File: config.mk
export PLATFORM = sky130hd
export DESIGN_NAME = int_alu_exec
export DESIGN_NICKNAME = d
export VERILOG_FILES = /design/src/rtl/alu_exec_pkg.sv /design/src/rtl/alu_decode.sv /design/src/rtl/alu_operand_sel.sv /design/src/rtl/alu_addsub.sv /design/src/rtl/alu_shifter.sv /design/src/rtl/int_alu_exec.sv
export SDC_FILE = /design/constraint.sdc
export NUM_CORES = 1
export LEC_CHECK = 0
export BUFFER_PORTS_ARGS = -buffer_cell sky130_fd_sc_hd__buf_2
export CORE_MARGIN = 4
export CORE_UTILIZATION = 43
export DETAILED_ROUTE_END_ITERATION = 16
export GPL_TIMING_DRIVEN = 1
export SETUP_SLACK_MARGIN = 0.5
export SLEW_MARGIN = 20
export SYNTH_ARGS = -nofsm -noshare
export SYNTH_HDL_FRONTEND = slang
export SYNTH_SLANG_ARGS = --single-unit
File: constraint.sdc
create_clock -name vclk -period 9.5
set_input_delay 1.9 -clock vclk [all_inputs]
set_output_delay 1.9 -clock vclk [all_outputs]
set_load 0.01 [all_outputs]
File: src/rtl/alu_exec_pkg.sv
package alu_exec_pkg;

    localparam int OPC_W = 6;
    localparam int FN_W  = 6;

    localparam logic [OPC_W-1:0] OPC_REG   = 6'h00;
    localparam logic [OPC_W-1:0] OPC_ADDI  = 6'h08;
    localparam logic [OPC_W-1:0] OPC_ADDIU = 6'h09;
    localparam logic [OPC_W-1:0] OPC_SLTI  = 6'h0A;
    localparam logic [OPC_W-1:0] OPC_SLTIU = 6'h0B;
    localparam logic [OPC_W-1:0] OPC_ANDI  = 6'h0C;
    localparam logic [OPC_W-1:0] OPC_ORI   = 6'h0D;

    localparam logic [FN_W-1:0] FN_SLL  = 6'h00;
    localparam logic [FN_W-1:0] FN_SRL  = 6'h02;
    localparam logic [FN_W-1:0] FN_ADD  = 6'h20;
    localparam logic [FN_W-1:0] FN_ADDU = 6'h21;
    localparam logic [FN_W-1:0] FN_SUB  = 6'h22;
    localparam logic [FN_W-1:0] FN_SUBU = 6'h23;
    localparam logic [FN_W-1:0] FN_NOR  = 6'h24;
    localparam logic [FN_W-1:0] FN_OR   = 6'h25;
    localparam logic [FN_W-1:0] FN_AND  = 6'h26;
    localparam logic [FN_W-1:0] FN_SLT  = 6'h2A;
    localparam logic [FN_W-1:0] FN_SLTU = 6'h2B;

    typedef enum logic [3:0] {
        K_NONE, K_ADD, K_SUB, K_AND, K_OR, K_NOR,
        K_SLT, K_SLTU, K_SLL, K_SRL
    } alu_kind_e;

    typedef enum logic [1:0] {
        B_REG, B_SEXT, B_ZEXT
    } bsrc_e;

    typedef struct packed {
        alu_kind_e kind;
        bsrc_e     bsrc;
        logic      ovf_en;
    } alu_ctl_t;

endpackage

File: src/rtl/alu_decode.sv
module alu_decode
    import alu_exec_pkg::*;
(
    input  logic             fmt_imm,
    input  logic [OPC_W-1:0] opcode,
    input  logic [FN_W-1:0]  funct,
    output alu_ctl_t         ctl
);

    alu_ctl_t reg_ctl;
    alu_ctl_t imm_ctl;

    // register format: function field picks the operation
    always_comb begin
        reg_ctl = '{kind: K_NONE, bsrc: B_REG, ovf_en: 1'b0};
        unique case (funct)
            FN_ADD:  reg_ctl = '{kind: K_ADD,  bsrc: B_REG, ovf_en: 1'b1};
            FN_ADDU: reg_ctl = '{kind: K_ADD,  bsrc: B_REG, ovf_en: 1'b0};
            FN_SUB:  reg_ctl = '{kind: K_SUB,  bsrc: B_REG, ovf_en: 1'b1};
            FN_SUBU: reg_ctl = '{kind: K_SUB,  bsrc: B_REG, ovf_en: 1'b0};
            FN_AND:  reg_ctl = '{kind: K_AND,  bsrc: B_REG, ovf_en: 1'b0};
            FN_OR:   reg_ctl = '{kind: K_OR,   bsrc: B_REG, ovf_en: 1'b0};
            FN_NOR:  reg_ctl = '{kind: K_NOR,  bsrc: B_REG, ovf_en: 1'b0};
            FN_SLT:  reg_ctl = '{kind: K_SLT,  bsrc: B_REG, ovf_en: 1'b0};
            FN_SLTU: reg_ctl = '{kind: K_SLTU, bsrc: B_REG, ovf_en: 1'b0};
            FN_SLL:  reg_ctl = '{kind: K_SLL,  bsrc: B_REG, ovf_en: 1'b0};
            FN_SRL:  reg_ctl = '{kind: K_SRL,  bsrc: B_REG, ovf_en: 1'b0};
            default: reg_ctl = '{kind: K_NONE, bsrc: B_REG, ovf_en: 1'b0};
        endcase
    end

    // immediate format: opcode picks operation and widening
    always_comb begin
        imm_ctl = '{kind: K_NONE, bsrc: B_REG, ovf_en: 1'b0};
        unique case (opcode)
            OPC_ADDI:  imm_ctl = '{kind: K_ADD,  bsrc: B_SEXT, ovf_en: 1'b1};
            OPC_ADDIU: imm_ctl = '{kind: K_ADD,  bsrc: B_SEXT, ovf_en: 1'b0};
            OPC_SLTI:  imm_ctl = '{kind: K_SLT,  bsrc: B_SEXT, ovf_en: 1'b0};
            OPC_SLTIU: imm_ctl = '{kind: K_SLTU, bsrc: B_SEXT, ovf_en: 1'b0};
            OPC_ANDI:  imm_ctl = '{kind: K_AND,  bsrc: B_ZEXT, ovf_en: 1'b0};
            OPC_ORI:   imm_ctl = '{kind: K_OR,   bsrc: B_ZEXT, ovf_en: 1'b0};
            default:   imm_ctl = '{kind: K_NONE, bsrc: B_REG,  ovf_en: 1'b0};
        endcase
    end

    always_comb begin
        if (fmt_imm) begin
            ctl = imm_ctl;
        end else if (opcode == OPC_REG) begin
            ctl = reg_ctl;
        end else begin
            ctl = '{kind: K_NONE, bsrc: B_REG, ovf_en: 1'b0};
        end
    end

endmodule

File: src/rtl/alu_operand_sel.sv
module alu_operand_sel
    import alu_exec_pkg::*;
#(
    parameter int DATA_W = 32,
    parameter int IMM_W  = 16,
    localparam int PAD_W = DATA_W - IMM_W
) (
    input  bsrc_e              bsrc,
    input  logic [DATA_W-1:0]  rt_val,
    input  logic [IMM_W-1:0]   imm,
    output logic [DATA_W-1:0]  b_opnd
);

    logic [DATA_W-1:0] imm_sext;
    logic [DATA_W-1:0] imm_zext;

    assign imm_sext = {{PAD_W{imm[IMM_W-1]}}, imm};
    assign imm_zext = {{PAD_W{1'b0}}, imm};

    always_comb begin
        unique case (bsrc)
            B_SEXT:  b_opnd = imm_sext;
            B_ZEXT:  b_opnd = imm_zext;
            default: b_opnd = rt_val;
        endcase
    end

endmodule

File: src/rtl/alu_addsub.sv
module alu_addsub #(
    parameter int DATA_W = 32
) (
    input  logic [DATA_W-1:0] a,
    input  logic [DATA_W-1:0] b,
    input  logic              sub,
    output logic [DATA_W-1:0] sum,
    output logic              ovf_raw,
    output logic              less_s,
    output logic              less_u
);

    localparam int MSB = DATA_W - 1;

    logic [DATA_W-1:0] b_eff;
    logic [DATA_W:0]   wide;

    // two's complement subtract: invert and carry in one
    assign b_eff = sub ? ~b : b;
    assign wide  = {1'b0, a} + {1'b0, b_eff} + {{DATA_W{1'b0}}, sub};
    assign sum   = wide[MSB:0];

    assign ovf_raw = (a[MSB] == b_eff[MSB]) && (sum[MSB] != a[MSB]);
    // signed order corrects the difference sign by overflow
    assign less_s  = sum[MSB] ^ ovf_raw;
    // no carry out of a - b means a borrowed
    assign less_u  = ~wide[DATA_W];

endmodule

File: src/rtl/alu_shifter.sv
module alu_shifter #(
    parameter int DATA_W = 32,
    localparam int SH_W  = $clog2(DATA_W)
) (
    input  logic [DATA_W-1:0] val,
    input  logic [SH_W-1:0]   amt,
    input  logic              left,
    output logic [DATA_W-1:0] out
);

    logic [DATA_W-1:0] val_rev;
    logic [DATA_W-1:0] res_rev;
    logic [DATA_W-1:0] stage [0:SH_W];

    // left shift reuses the right shifter on a mirrored word
    for (genvar i = 0; i < DATA_W; i++) begin : g_mirror
        assign val_rev[i] = val[DATA_W-1-i];
        assign res_rev[i] = stage[SH_W][DATA_W-1-i];
    end

    assign stage[0] = left ? val_rev : val;

    for (genvar k = 0; k < SH_W; k++) begin : g_stage
        localparam int DIST = 1 << k;
        assign stage[k+1] = amt[k]
            ? {{DIST{1'b0}}, stage[k][DATA_W-1:DIST]}
            : stage[k];
    end

    assign out = left ? res_rev : stage[SH_W];

endmodule

File: src/rtl/int_alu_exec.sv
module int_alu_exec
    import alu_exec_pkg::*;
#(
    parameter int DATA_W   = 32,
    parameter int IMM_W    = 16,
    localparam int SHAMT_W = $clog2(DATA_W)
) (
    input  logic               fmt_imm,
    input  logic [OPC_W-1:0]   opcode,
    input  logic [FN_W-1:0]    funct,
    input  logic [SHAMT_W-1:0] shamt,
    input  logic [DATA_W-1:0]  rs_val,
    input  logic [DATA_W-1:0]  rt_val,
    input  logic [IMM_W-1:0]   imm16,
    output logic [DATA_W-1:0]  result,
    output logic               ovf
);

    alu_ctl_t          ctl;
    logic [DATA_W-1:0] b_opnd;
    logic              do_sub;
    logic [DATA_W-1:0] sum;
    logic              ovf_raw;
    logic              less_s;
    logic              less_u;
    logic [DATA_W-1:0] shifted;

    alu_decode u_decode (
        .fmt_imm (fmt_imm),
        .opcode  (opcode),
        .funct   (funct),
        .ctl     (ctl)
    );

    alu_operand_sel #(.DATA_W(DATA_W), .IMM_W(IMM_W)) u_opsel (
        .bsrc   (ctl.bsrc),
        .rt_val (rt_val),
        .imm    (imm16),
        .b_opnd (b_opnd)
    );

    // compares run through the subtractor
    assign do_sub = (ctl.kind == K_SUB) || (ctl.kind == K_SLT) ||
                    (ctl.kind == K_SLTU);

    alu_addsub #(.DATA_W(DATA_W)) u_addsub (
        .a       (rs_val),
        .b       (b_opnd),
        .sub     (do_sub),
        .sum     (sum),
        .ovf_raw (ovf_raw),
        .less_s  (less_s),
        .less_u  (less_u)
    );

    alu_shifter #(.DATA_W(DATA_W)) u_shift (
        .val  (rt_val),
        .amt  (shamt),
        .left (ctl.kind == K_SLL),
        .out  (shifted)
    );

    always_comb begin
        unique case (ctl.kind)
            K_ADD, K_SUB: result = sum;
            K_AND:        result = rs_val & b_opnd;
            K_OR:         result = rs_val | b_opnd;
            K_NOR:        result = ~(rs_val | b_opnd);
            K_SLT:        result = {{(DATA_W-1){1'b0}}, less_s};
            K_SLTU:       result = {{(DATA_W-1){1'b0}}, less_u};
            K_SLL, K_SRL: result = shifted;
            default:      result = '0;
        endcase
    end

    assign ovf = ctl.ovf_en && ovf_raw &&
                 ((ctl.kind == K_ADD) || (ctl.kind == K_SUB));

endmodule

**After elaboration in Yosys (flattened, before gate mapping)**

Index checks and enable logic that the tools add are counted.

- Bits in registers: 0
- Bits in latches: 0
- Memory bits (writable): 0
- Bits in read-only memories: 0
- Input bits: 98
- Output and inout bits: 33
- Logic and storage cells: 61
- Memories: 0

- Add/subtract/negate cells: 2
- Multipliers: 0
- Div/mod/pow operators: 0
- Order comparisons: 0
- Equality and inequality tests: 29
- Shift-type cells: 0
- Multiplexer cells: 14
- Bitwise logic cells: 6
- Reductions and logical operators: 10

Operator list:

| operator | number |
|---|---|
| $mux 32 | 8 |
| $pmux 32 s7 | 1 |
| $pmux 7 s11 | 1 |
| $not 32->32 | 2 |
| $pmux 32 s2 | 1 |
| $eq 6x6->1 const B | 9 |
| $eq 6x4->1 const B | 6 |
| $pmux 6 s6 | 1 |
| $add 32x32->33 | 1 |
| $add 33x1->33 | 1 |
| $and 32x32->32 | 1 |
| $or 32x32->32 | 1 |
| $eq 4x3->1 const B | 4 |
| $mux 7 | 2 |
| $logic_not 6->1 | 2 |
| $eq 4x2->1 const B | 2 |
| $eq 4x4->1 const B | 2 |
| $eq 6x2->1 const B | 1 |
| $eq 4x1->1 const B | 1 |
| $reduce_or 2->1 | 2 |
| $logic_and 1x1->1 | 3 |
| $logic_or 1x1->1 | 3 |
| $eq 2x1->1 const B | 1 |
| $eq 2x2->1 const B | 1 |
| other kinds (4) | 4 |

**Depth between registers and ports, before layout**

Gate-level depths: netlist of run 1.

- Depth in word-level cells: 14
- Gate-level depth with buffers: 21
- Mapped depth without buffers: 18

**By module**

A second synthesis of run 1 with hierarchy kept.

- Cell total of the unflattened synthesis: 944
- Area, all modules: 7290.7 um^2

Modules (own cells, without submodules):

| module | times used | cells each | area an instance (um^2) | sequential area each (um^2) |
|---|---|---|---|---|
| alu_shifter | 1 | 343 | 2985.4 | 0.0 |
| alu_addsub | 1 | 296 | 2150.8 | 0.0 |
| int_alu_exec | 1 | 179 | 1418.9 | 0.0 |
| alu_operand_sel | 1 | 93 | 490.5 | 0.0 |
| alu_decode | 1 | 33 | 245.2 | 0.0 |

**Worst setup path before layout of run 1**

No wires, ideal clock.

- Path kind: input to output
- From: input opcode[4]
- To: output result[29]
- Arrival time: 6.406 ns
- Data required time: 7.600 ns
- Slack: 1.194 ns
- Stages on the path: 19
- Path buffers: 3
- Path through: nand4bb_1 or3b_2 ha_1 buf_2 o21ba_2 clkbuf_1 clkbuf_1 a22oi_1 xnor2_1 ha_1 a2111oi_0 nand2_1 o22ai_1 o21a_1 nor2_1 o41a_1 a221oi_2 xnor2_1 a221o_1

- Longest elaborated chain between the ends: 12
- Elaborated cells on any way between the ends: 41
- Classes of those cells: add/sub: 2; eq/ne: 17; mux: 13; bitwise: 4; reduce/logical: 5

Ends and longest elaborated chain:

| what | RTL line | RTL |
|---|---|---|
| from (decl) | int_alu_exec.sv:9 | `input logic [OPC_W-1:0] opcode,` |
| $eq 6x4->1 or $logic_not 6->1 (tied branches) | alu_decode.sv:35, alu_decode.sv:49 |  |
| $pmux 6 s6 or $mux 7 (tied branches) | alu_decode.sv:35, alu_decode.sv:49 |  |
| $mux 7 (*) | alu_decode.sv:47 | `if (fmt_imm) begin` |
| branches (longest 8 deep; another with $add 32x32->33) | n/a |  |
| $pmux 32 s7 (*) | int_alu_exec.sv:64 | `unique case (ctl.kind)` |
| to (decl) | int_alu_exec.sv:15 | `output logic [DATA_W-1:0] result,` |

Every way passes the cells marked *.

**Worst setup path in the final report of run 1**

- From: input opcode[4]
- To: output ovf

- Longest elaborated chain between the ends: 13
- Elaborated cells on any way between the ends: 29
- Classes of those cells: add/sub: 2; eq/ne: 14; mux: 5; bitwise: 1; reduce/logical: 7

Ends and longest elaborated chain:

| what | RTL line | RTL |
|---|---|---|
| $eq 6x4->1 or $logic_not 6->1 (tied branches) | alu_decode.sv:35, alu_decode.sv:49 |  |
| $pmux 6 s6 or $mux 7 (tied branches) | alu_decode.sv:35, alu_decode.sv:49 |  |
| $mux 7 (*) | alu_decode.sv:47 |  |
| $eq 2x2->1 (tied with other cells) | alu_operand_sel.sv:21 | `unique case (bsrc)` |
| $pmux 32 s2 or $logic_or 1x1->1 (tied branches) | alu_operand_sel.sv:21, int_alu_exec.sv:43 |  |
| $not 32->32 or $logic_or 1x1->1 (tied branches) | alu_addsub.sv:19, int_alu_exec.sv:43 |  |
| $mux 32 | alu_addsub.sv:19 | `assign b_eff = sub ? ~b : b;` |
| $add 32x32->33 | alu_addsub.sv:20 | `assign wide = {1'b0, a} + {1'b0, b_eff} + {{DATA_W{1'b0}}, sub};` |
| $add 33x1->33 | alu_addsub.sv:20 |  |
| $ne 1x1->1 | alu_addsub.sv:23 | `assign ovf_raw = (a[MSB] == b_eff[MSB]) && (sum[MSB] != a[MSB]);` |
| $logic_and 1x1->1 | alu_addsub.sv:23 |  |
| $logic_and 1x1->1 | int_alu_exec.sv:76 | `assign ovf = ctl.ovf_en && ovf_raw &&` |
| $logic_and 1x1->1 (*) | int_alu_exec.sv:76 |  |
| to (decl) | int_alu_exec.sv:16 | `output logic ovf` |

Every way passes the cells marked *; elsewhere a longest branch is shown, timed or not.

==> impl_metrics.ini, run 1 <==
[timing]
slew-limit-headroom_pct = 30.60
rsz0062_at_grt = yes
setup_viol = 0
hold_viol_final = 0
finalSetupTns_ns = 0
worst_slew_pin_slew_ns = 1.040
setup_ws_ns = 0.6777
max_freq_ghz = 0.1134
period_minus_slack_ns = 8.822
period_share_pct = 92.87
slew_violations = 0

[synthesis]
synth_cells = 945
synth_xor_area_share_pct = 7.465
yosysWarnings = 0
synth_top_family_by_area = compound AO/OA/AOI/OAI gates
synth_top_area_share_pct = 11.91
syn_area_per_cell_um2 = 7.201
synth_fa_ha_area_share_pct = 6.361
synth_cell_types = 82
synth_fp_nets = 1077
muxShareOfSynthArea_pct = 20.63
yosys.area.top_type = mux4_2
yosys.area_share.simple_pct = 21.05
yosysMostFrequentCell = nand2_1
synth_area_um2 = 6805
yosys-top-cells-area = mux4_2, ha_1, o21ai_0, a21oi_1, xnor2_1
yosysSeqAreaShare_pct = 0
synth-compound-area-share_pct = 37.29
yosys-top-cells-count = nand2_1, o21ai_0, a21oi_1, nor2_1, xnor2_1

[status]
status = completed

[floorplanning]
die_h_um = 133.8
dieArea_um2 = 17900
num_io_pins = 131
core_area_um2 = 15370
die_width_um = 133.8
num_rows = 45
start_util_pct = 44.27

[clock_network]
ctsHoldBuffers = 0

[detailed_routing]
final_antenna_net_count = 0
drtIter0Drc = 1308
vias = 8573
route.final.wire_length_um = 31120
drt_first_pass_iters = 7
routed_via_density = 6.964
drc_errors = 0
wl_per_cell_um = 25.28

[grt]
grt_pass1_vias = 7838
grt_max_degree = 50
track_usage_pct = 32.78
overflow = 0
antenna_found_initial = 0
grt_pass1_wl_um = 47000

[setup_path]
endpoint_kind = output pin
path_class = in -> out
required_ns = 7.60
worstPathArrival_ns = 6.92
cp_slowest_cell = nor3b_1
crit_path_start_kind = input port
slowest_delay_ns = 0.55
path_max_fanout = 26
worstPathCellList = buf_2, nand4bb_1, or3b_2, ha_1, buf_4, inv_1, nand2_1, o21ai_0, xnor2_1, ha_1, and3_1, nor3b_1, a221oi_1, o21ai_0, a21oi_2, xor2_1, nor3_1, buf_2

[worst_hold_path]
min_path_type = in -> out
min_to = result[28]
hp-start = rs_val[28]
hold_depth = 4

[final_layout]
multi_input_area_um2 = 6345
drive_gt1_share_pct = 20.88
nets = 1154
nClkBuffers = 0
regArea_um2 = 0
seq_cells = 0
antenna-diode-count = 0
area_delta_synth_final_pct = 10.33
fillers = 1605

[power]
leakagePower_uw = 0.003055
ir_worst_vdd_v = 0.00002632
powerDensity_nw_per_um2 = 58.00

[place]
post-place-ws_ns = 0.5256
port_buffers = 131
gp_congestion = 1.087
hpwl_um = 24390

[flow_run]
drv_cap = 0
-- layout by cell type, fill, tap and decap left out, types with 5 or more instances in the layout --
cell type,n
xor2_1,15
buf_2,131
nor3_1,25
a2bb2oi_1,6
a31oi_1,11
o21a_1,20
and2_1,7
nor3b_1,5
ha_1,33
mux2i_1,30
a211oi_1,13
o21ai_0,80
nand3b_1,12
nand2_1,87
o31ai_1,9
nand3_1,24
a222oi_1,9
a221o_1,8
o211ai_1,14
inv_1,36
mux4_2,36
a21oi_1,76
o21ai_1,5
a211o_1,5
and3_1,8
o22ai_1,7
buf_4,12
a21oi_2,5
mux2_2,11
nand4_1,10
mux4_1,6
nand2b_1,10
nor2b_1,11
nor2_1,58
a221oi_1,11
a22oi_1,24
xnor2_1,43
a21o_1,18
o221ai_1,12
or3_1,8
-- what timing repair did --
action | 4_1_cts | 5_1_grt
gates resized for setup | 0 | 5
buffers inserted | 0 | 1
endpoints found under the setup margin | 0 | 9
-- critical path, delay by kind of cell --
family | cells | cell delay (ns)
AND/OR/NAND/NOR | 6 | 2.20
AO/OA/AOI/OAI | 4 | 0.89
buffers and inverters | 4 | 0.77
adder cells (fa/ha/maj) | 2 | 0.74
XOR/XNOR | 2 | 0.41
-- metal layers --
layer | wire length (um) | GRT usage [%] | vias to the layer above
met5 | 0 | 0 | -
met1 | 12300 | 44.12 | 4023
li1 | - | - | 3851
met3 | 3583 | 6.939 | 106
met2 | 13800 | 53.09 | 593
met4 | 1428 | 9.429 | 0
-- cell families after synthesis --
| group | after synthesis |
|---|---|
| buffers and inverters | 107 |
| AO/OA/AOI/OAI | 375 |
| XOR/XNOR | 58 |
| multiplexers | 84 |
| adder cells (fa/ha/maj) | 34 |
| AND/OR/NAND/NOR | 287 |
-- where the power goes --
group / leakage (uW) / total, uW / switching [uW] / internal, uW
combinational: 0.00306 / 436 / 269 / 167
sequential: 0 / 0 / 0 / 0
clock: 0 / 0 / 0 / 0
total: 0.00306 / 436 / 269 / 167
-- how the worst max path moves through the flow --
stage          startpoint          to  slack (ns)  cells after the start
2_1_floorplan   opcode[4]  result[29]        1.19                     19
3_3_place_gp     funct[4]  result[31]        0.55                     19
3_5_place_dp     funct[4]         ovf        0.53                     19
4_1_cts          funct[4]         ovf        0.51                     19
5_1_grt         opcode[4]         ovf        0.48                     19
6_report        opcode[4]         ovf        0.68                     18
-- stage by stage --
| stage | instances | power [uW] | instance area, um^2 | hold WS, ns | util [%] |
|---|---|---|---|---|---|
| 3_5_place_dp | 1230 | 418.3 | 7477 | 4.212 | 48.64 |
| 4_1_cts | 1230 | 420.1 | 7477 | 4.211 | 48.64 |
| 3_3_place_gp | 1230 | 419.6 | 7477 | 4.213 | 48.64 |
| 5_1_grt | 1231 | 464.2 | 7508 | 4.245 | 48.85 |
| 2_1_floorplan | 945 | 283.5 | 6805 | 3.946 | - |
| 6_report | 1231 | 435.5 | 7508 | 4.220 | 48.85 |
-- cell type report --
| type | instances | share of cell area [%] |
|---|---|---|
| Multi-Input combinational cell | 838 | 84.50 |
| Timing Repair Buffer | 144 | 10.08 |
| Tap cell | 211 | 3.516 |
| Inverter | 38 | 1.900 |
Note: power is estimated with default switching activity, not from simulation.
==> run 2: changes to the inputs <==
SLEW_MARGIN = unset   (was 20)
SYNTH_HIERARCHICAL = 1   (was unset)
==> run 2 against run 1 <==
Combinational power increased by 2%. Fmax increased by 1.7%. Clock-buffer cell count unchanged. Power increased by 1.7%. Synthesized cell count decreased by 0.11%. Flip-flop and latch count unchanged. Largest power group unchanged. Highest routed layer unchanged.
==> impl_metrics.ini, run 2 <==
[status]
status = completed

[setup_path]
crit_path_start_kind = input port
cp_slowest_cell = and3_2
worstPathArrival_ns = 6.78
required_ns = 7.60
path_class = in -> out
worstPathCellList = buf_2, nor3_1, nor4b_4, a31oi_1, o21ai_1, buf_4, nand2b_1, and3_2, xor2_1, inv_1, fa_1, nand2b_1, a21oi_1, o21ai_1, and2_1, o31a_1, o41ai_2, xor2_1, a221o_1, buf_2
path_max_fanout = 21
slowest_delay_ns = 0.61
endpoint_kind = output pin

[timing]
slew_violations = 0
period_share_pct = 91.33
period_minus_slack_ns = 8.676
hold_viol_final = 0
worst_slew_pin_slew_ns = 1.177
whs_ns = 4.269
rsz0062_at_grt = no
setup_viol = 0
max_freq_ghz = 0.1153
finalSetupTns_ns = 0
slew-limit-headroom_pct = 21.54

[floorplanning]
die_width_um = 138.2
num_rows = 47
start_util_pct = 43.96
core_area_um2 = 16580
dieArea_um2 = 19100
die_h_um = 138.2
num_io_pins = 131

[power]
p_comb_share_pct = 100.0
leakagePower_uw = 0.003384
power.switching_uw = 267.5
p_int_uw = 175.3
p_sw_share_pct = 60.41
ir_worst_vdd_v = 0.00003205
seq_power_share_pct = 0
clockPowerShare_pct = 0
p_total_uw = 442.8
powerDensity_nw_per_um2 = 56.61

[detailed_routing]
drc_errors = 0
final_antenna_net_count = 0
vias = 8215
drtIter0Drc = 1080
routed_via_density = 6.673
drt_first_pass_iters = 5
wl_per_cell_um = 23.20
route.final.wire_length_um = 28560

[grt]
grt_pass1_wl_um = 44220
grt_max_degree = 83
track_usage_pct = 28.02
antenna_found_initial = 0
grt_pass1_vias = 7761
overflow = 0

[worst_hold_path]
min_path_type = in -> out

[place]
gp_congestion = 1.020
port_buffers = 131
hpwl_um = 22590

[final_layout]
seq_cells = 0
fillers = 1740
layout_common_cells = buf_2, nand2_1, nor2_1, a21oi_1, xor2_1
final_common_cell = buf_2
regArea_um2 = 0
antenna-diode-count = 0
nClkBuffers = 0
nets = 1145
drive_gt1_share_pct = 25.91
area_delta_synth_final_pct = 7.294

[synthesis]
synth_cell_types = 99
yosysWarnings = 6
yosys.area.top_type = mux4_2
synth_area_um2 = 7291
syn_area_per_cell_um2 = 7.723
yosysSeqAreaShare_pct = 0
synth_fp_nets = 1076
yosys-top-cells-count = nand2_1, nor2_1, a21oi_1, xor2_1, mux2i_1
synth_top_area_share_pct = 8.340
yosys-top-cells-area = mux4_2, mux2i_1, nand2_1, ha_1, xor2_1
yosysMostFrequentCell = nand2_1
synth_cells = 944

[flow_run]
drv_cap = 0
[run 2: changes by cell type in the layout (fill, tap and decap cells not counted), moves of 22 or more]
cell | previous run | this run
a32o_1 | 2 | 24
o21ai_0 | 80 | 33
xor2_1 | 15 | 47
nand2_1 | 87 | 114
a221o_1 | 8 | 31
a21oi_1 | 76 | 48
[run 2: area by class of cell]
type | count | area [um^2] | share of cell area, %
multi-input cells | 849 | 6714 | 85.83
repair buffers | 144 | 765.7 | 9.789
well taps | 220 | 275.3 | 3.519
inverters | 18 | 67.56 | 0.8637
[run 2: cell families after synthesis]
| group | after synthesis | share of synthesized area, % |
|---|---|---|
| buffers and inverters | 95 | 8.306 |
| AO/OA/AOI/OAI | 321 | 33.07 |
| XOR/XNOR | 81 | 9.731 |
| multiplexers | 108 | 21.71 |
| adder cells (fa/ha/maj) | 34 | 5.938 |
| AND/OR/NAND/NOR | 305 | 21.25 |
[run 2: power groups by stage]
| stage | clock (uW) | sequential (uW) | combinational [uW] |
|---|---|---|---|
| after global routing | 0 | 0 | 478 |
| after global placement | 0 | 0 | 432 |
| after CTS | 0 | 0 | 432 |
| final | 0 | 0 | 443 |
| after floorplan | 0 | 0 | 308 |
| after detailed placement | 0 | 0 | 430 |
[run 2: path summary, 6_finish.rpt]
check                   from         end  slack [ns]  depth (start not counted)
hold / removal    rs_val[22]  result[22]        4.27                          4
setup / recovery     fmt_imm  result[20]        0.82                         20
[run 2: timing repair]
action / in CTS / in global routing
hold buffers: 0 / 0
setup endpoints to repair: 0 / 1
gates resized for setup: 0 / 2
buffers inserted: 0 / 0
[run 2: per-layer routing]
metal	vias to the layer above	part of all wire (%)	wire (um)	track usage, %
li1	3814	-	-	-
met1	3933	43	12150	38.56
met2	407	46	13060	45.76
met3	61	8.1	2320	3.729
met4	0	3.6	1033	8.632
met5	-	0	0	0
[run 2: critical path: cells and delay by family]
kind / cells / cell delay, ns
AO/OA/AOI/OAI: 7 / 1.75
XOR/XNOR: 2 / 0.39
adder cells (fa/ha/maj): 1 / 0.45
buffers and inverters: 4 / 0.55
AND/OR/NAND/NOR: 6 / 1.72
[run 2: metrics by stage]
| stage | area, um^2 | worst slack (ns) | instances | util (%) |
|---|---|---|---|---|
| floorplan | 7291 | 1.441 | 944 | - |
| global route | 7823 | 0.5315 | 1231 | 47.17 |
| CTS | 7819 | 0.8278 | 1231 | 47.15 |
| detailed placement | 7819 | 0.8796 | 1231 | 47.15 |
| global placement | 7819 | 0.7956 | 1231 | 47.15 |
| finish | 7823 | 0.8240 | 1231 | 47.17 |
==> run 3: changes to the inputs <==
--- a/config.mk
+++ b/config.mk
@@ -11,4 +11,5 @@
 export DETAILED_ROUTE_END_ITERATION = 16
 export GPL_TIMING_DRIVEN = 1
+export PLACE_DENSITY_LB_ADDON = 0.15
 export SETUP_SLACK_MARGIN = 0.5
 export SYNTH_ARGS = -nofsm -noshare
==> constraint.sdc (replaced) <==
create_clock -name vclk -period 9.5
set_input_delay 0.475 -clock vclk [all_inputs]
set_output_delay 0.475 -clock vclk [all_outputs]
set_load 0.01 [all_outputs]
==> run 3 against run 2 <==
Routed wire length is 1.2% lower. Flip-flop and latch count is the same. Global-route usage fell by 0.56 points. Via count fell by 1.6%.
==> impl_metrics.ini, run 3 (same netlist as run 2, synthesis figures left out) <==
[setup_path]
cp-startpoint = fmt_imm
required_ns = 9.03
crit_path_start_kind = input port
path_class = in -> out
endpoint_kind = output pin
worstPathArrival_ns = 5.89
path_max_fanout = 32
cp-endpoint = result[20]

[final_layout]
nets = 1143
layout_common_cells = buf_2, nand2_1, nor2_1, a21oi_1, xor2_1
area_delta_synth_final_pct = 6.865
drive_gt1_share_pct = 25.57
seq_cells = 0
fin_util_pct = 46.98
regArea_um2 = 0
fillers = 1765
nClkBuffers = 0
final_common_cell = buf_2
antenna-diode-count = 0

[clock_network]
cts_resized = 0
post_cts_buffers = 0
ctsHoldBuffers = 0

[timing]
period_share_pct = 66.96
rsz0062_at_grt = no
max_freq_ghz = 0.1572
setup_viol = 0
slew_violations = 0
slew-limit-headroom_pct = 30.81
period_minus_slack_ns = 6.361
worst_slew_pin_slew_ns = 1.038
finalSetupTns_ns = 0
hold_viol_final = 0

[floorplanning]
die_h_um = 138.2
num_io_pins = 131
die_width_um = 138.2
core_area_um2 = 16580
num_rows = 47
start_util_pct = 43.96
dieArea_um2 = 19100

[detailed_routing]
route.final.wire_length_um = 28210
routed_via_density = 6.580
drt_first_pass_iters = 5
wl_per_cell_um = 22.96
drtIter0Drc = 835
drc_errors = 0
vias = 8087
final_antenna_net_count = 0

[grt]
grt_pass1_vias = 7304
overflow = 0
grt_max_degree = 56
track_usage_pct = 27.46
grt_pass1_wl_um = 42970
antenna_found_initial = 1

[power]
leakagePower_uw = 0.003373
powerDensity_nw_per_um2 = 56.73
ir_worst_vdd_v = 0.00002556

[place]
port_buffers = 131
hpwl_um = 22380
gp_congestion = 1.034

[flow_run]
drv_cap = 0

[status]
status = completed

[worst_hold_path]
min_path_type = in -> out
## run 3: cell types whose count changed in the layout (fill, tap and decap cells not counted)
cell,before,now
buf_4,12,11
buf_12,1,0
ha_1,32,33
and3_1,5,6
ha_2,1,0
and3_2,3,2
## run 3: metal layers
layer	vias to the layer above	global-route usage, %	part of all wire [%]
met2	387	44.35	46
met1	3850	39.31	44
li1	3802	-	-
met5	-	0	0.043
met4	2	7.332	3.3
met3	46	2.624	7.4
## run 3: how the worst min path moves through the flow
stage / cells past startpoint / start / endpoint
after detailed placement: 4 / rs_val[4] / result[4]
after floorplan: 2 / opcode[2] / ovf
after global placement: 4 / rs_val[24] / result[24]
after CTS: 4 / rs_val[18] / result[18]
final: 4 / rs_val[22] / result[22]
after global routing: 4 / rs_val[6] / result[6]
## run 3: layout make-up
class | count | area (um^2) | area share (%)
inverters | 18 | 67.56 | 0.8672
multi-input cells | 849 | 6710 | 86.13
well taps | 220 | 275.3 | 3.533
repair buffers | 142 | 738.2 | 9.475
## run 3: critical path: stages
cell	delay (ns)
buf_2	0.11
nor3_1	0.25
nor4b_4	0.31
a31oi_1	0.13
o21ai_1	0.68
nand2b_1	0.19
and3_2	0.84
mux2i_1	0.32
fa_1	0.48
nand2b_1	0.17
a21oi_1	0.29
o21ai_1	0.15
and2_1	0.21
o31a_1	0.30
o41ai_2	0.39
xor2_1	0.11
a221o_1	0.32
buf_2	0.14
## run 3: power by group
part | total [uW] | internal, uW | switching [uW]
registers | 0 | 0 | 0
logic | 442 | 175 | 267
clock network | 0 | 0 | 0
## run 3: through the flow
stage / power (uW) / cells / setup slack, ns / instance area (um^2) / hold WS (ns)
global route: 474.7 / 1229 / 2.728 / 7791 / 1.459
CTS: 431.9 / 1229 / 3.168 / 7791 / 1.424
detailed placement: 429.6 / 1229 / 3.174 / 7791 / 1.421
finish: 442.0 / 1229 / 3.139 / 7791 / 1.418
floorplan: 308.3 / 944 / 4.291 / 7291 / 1.157
global placement: 430.9 / 1229 / 3.238 / 7791 / 1.420
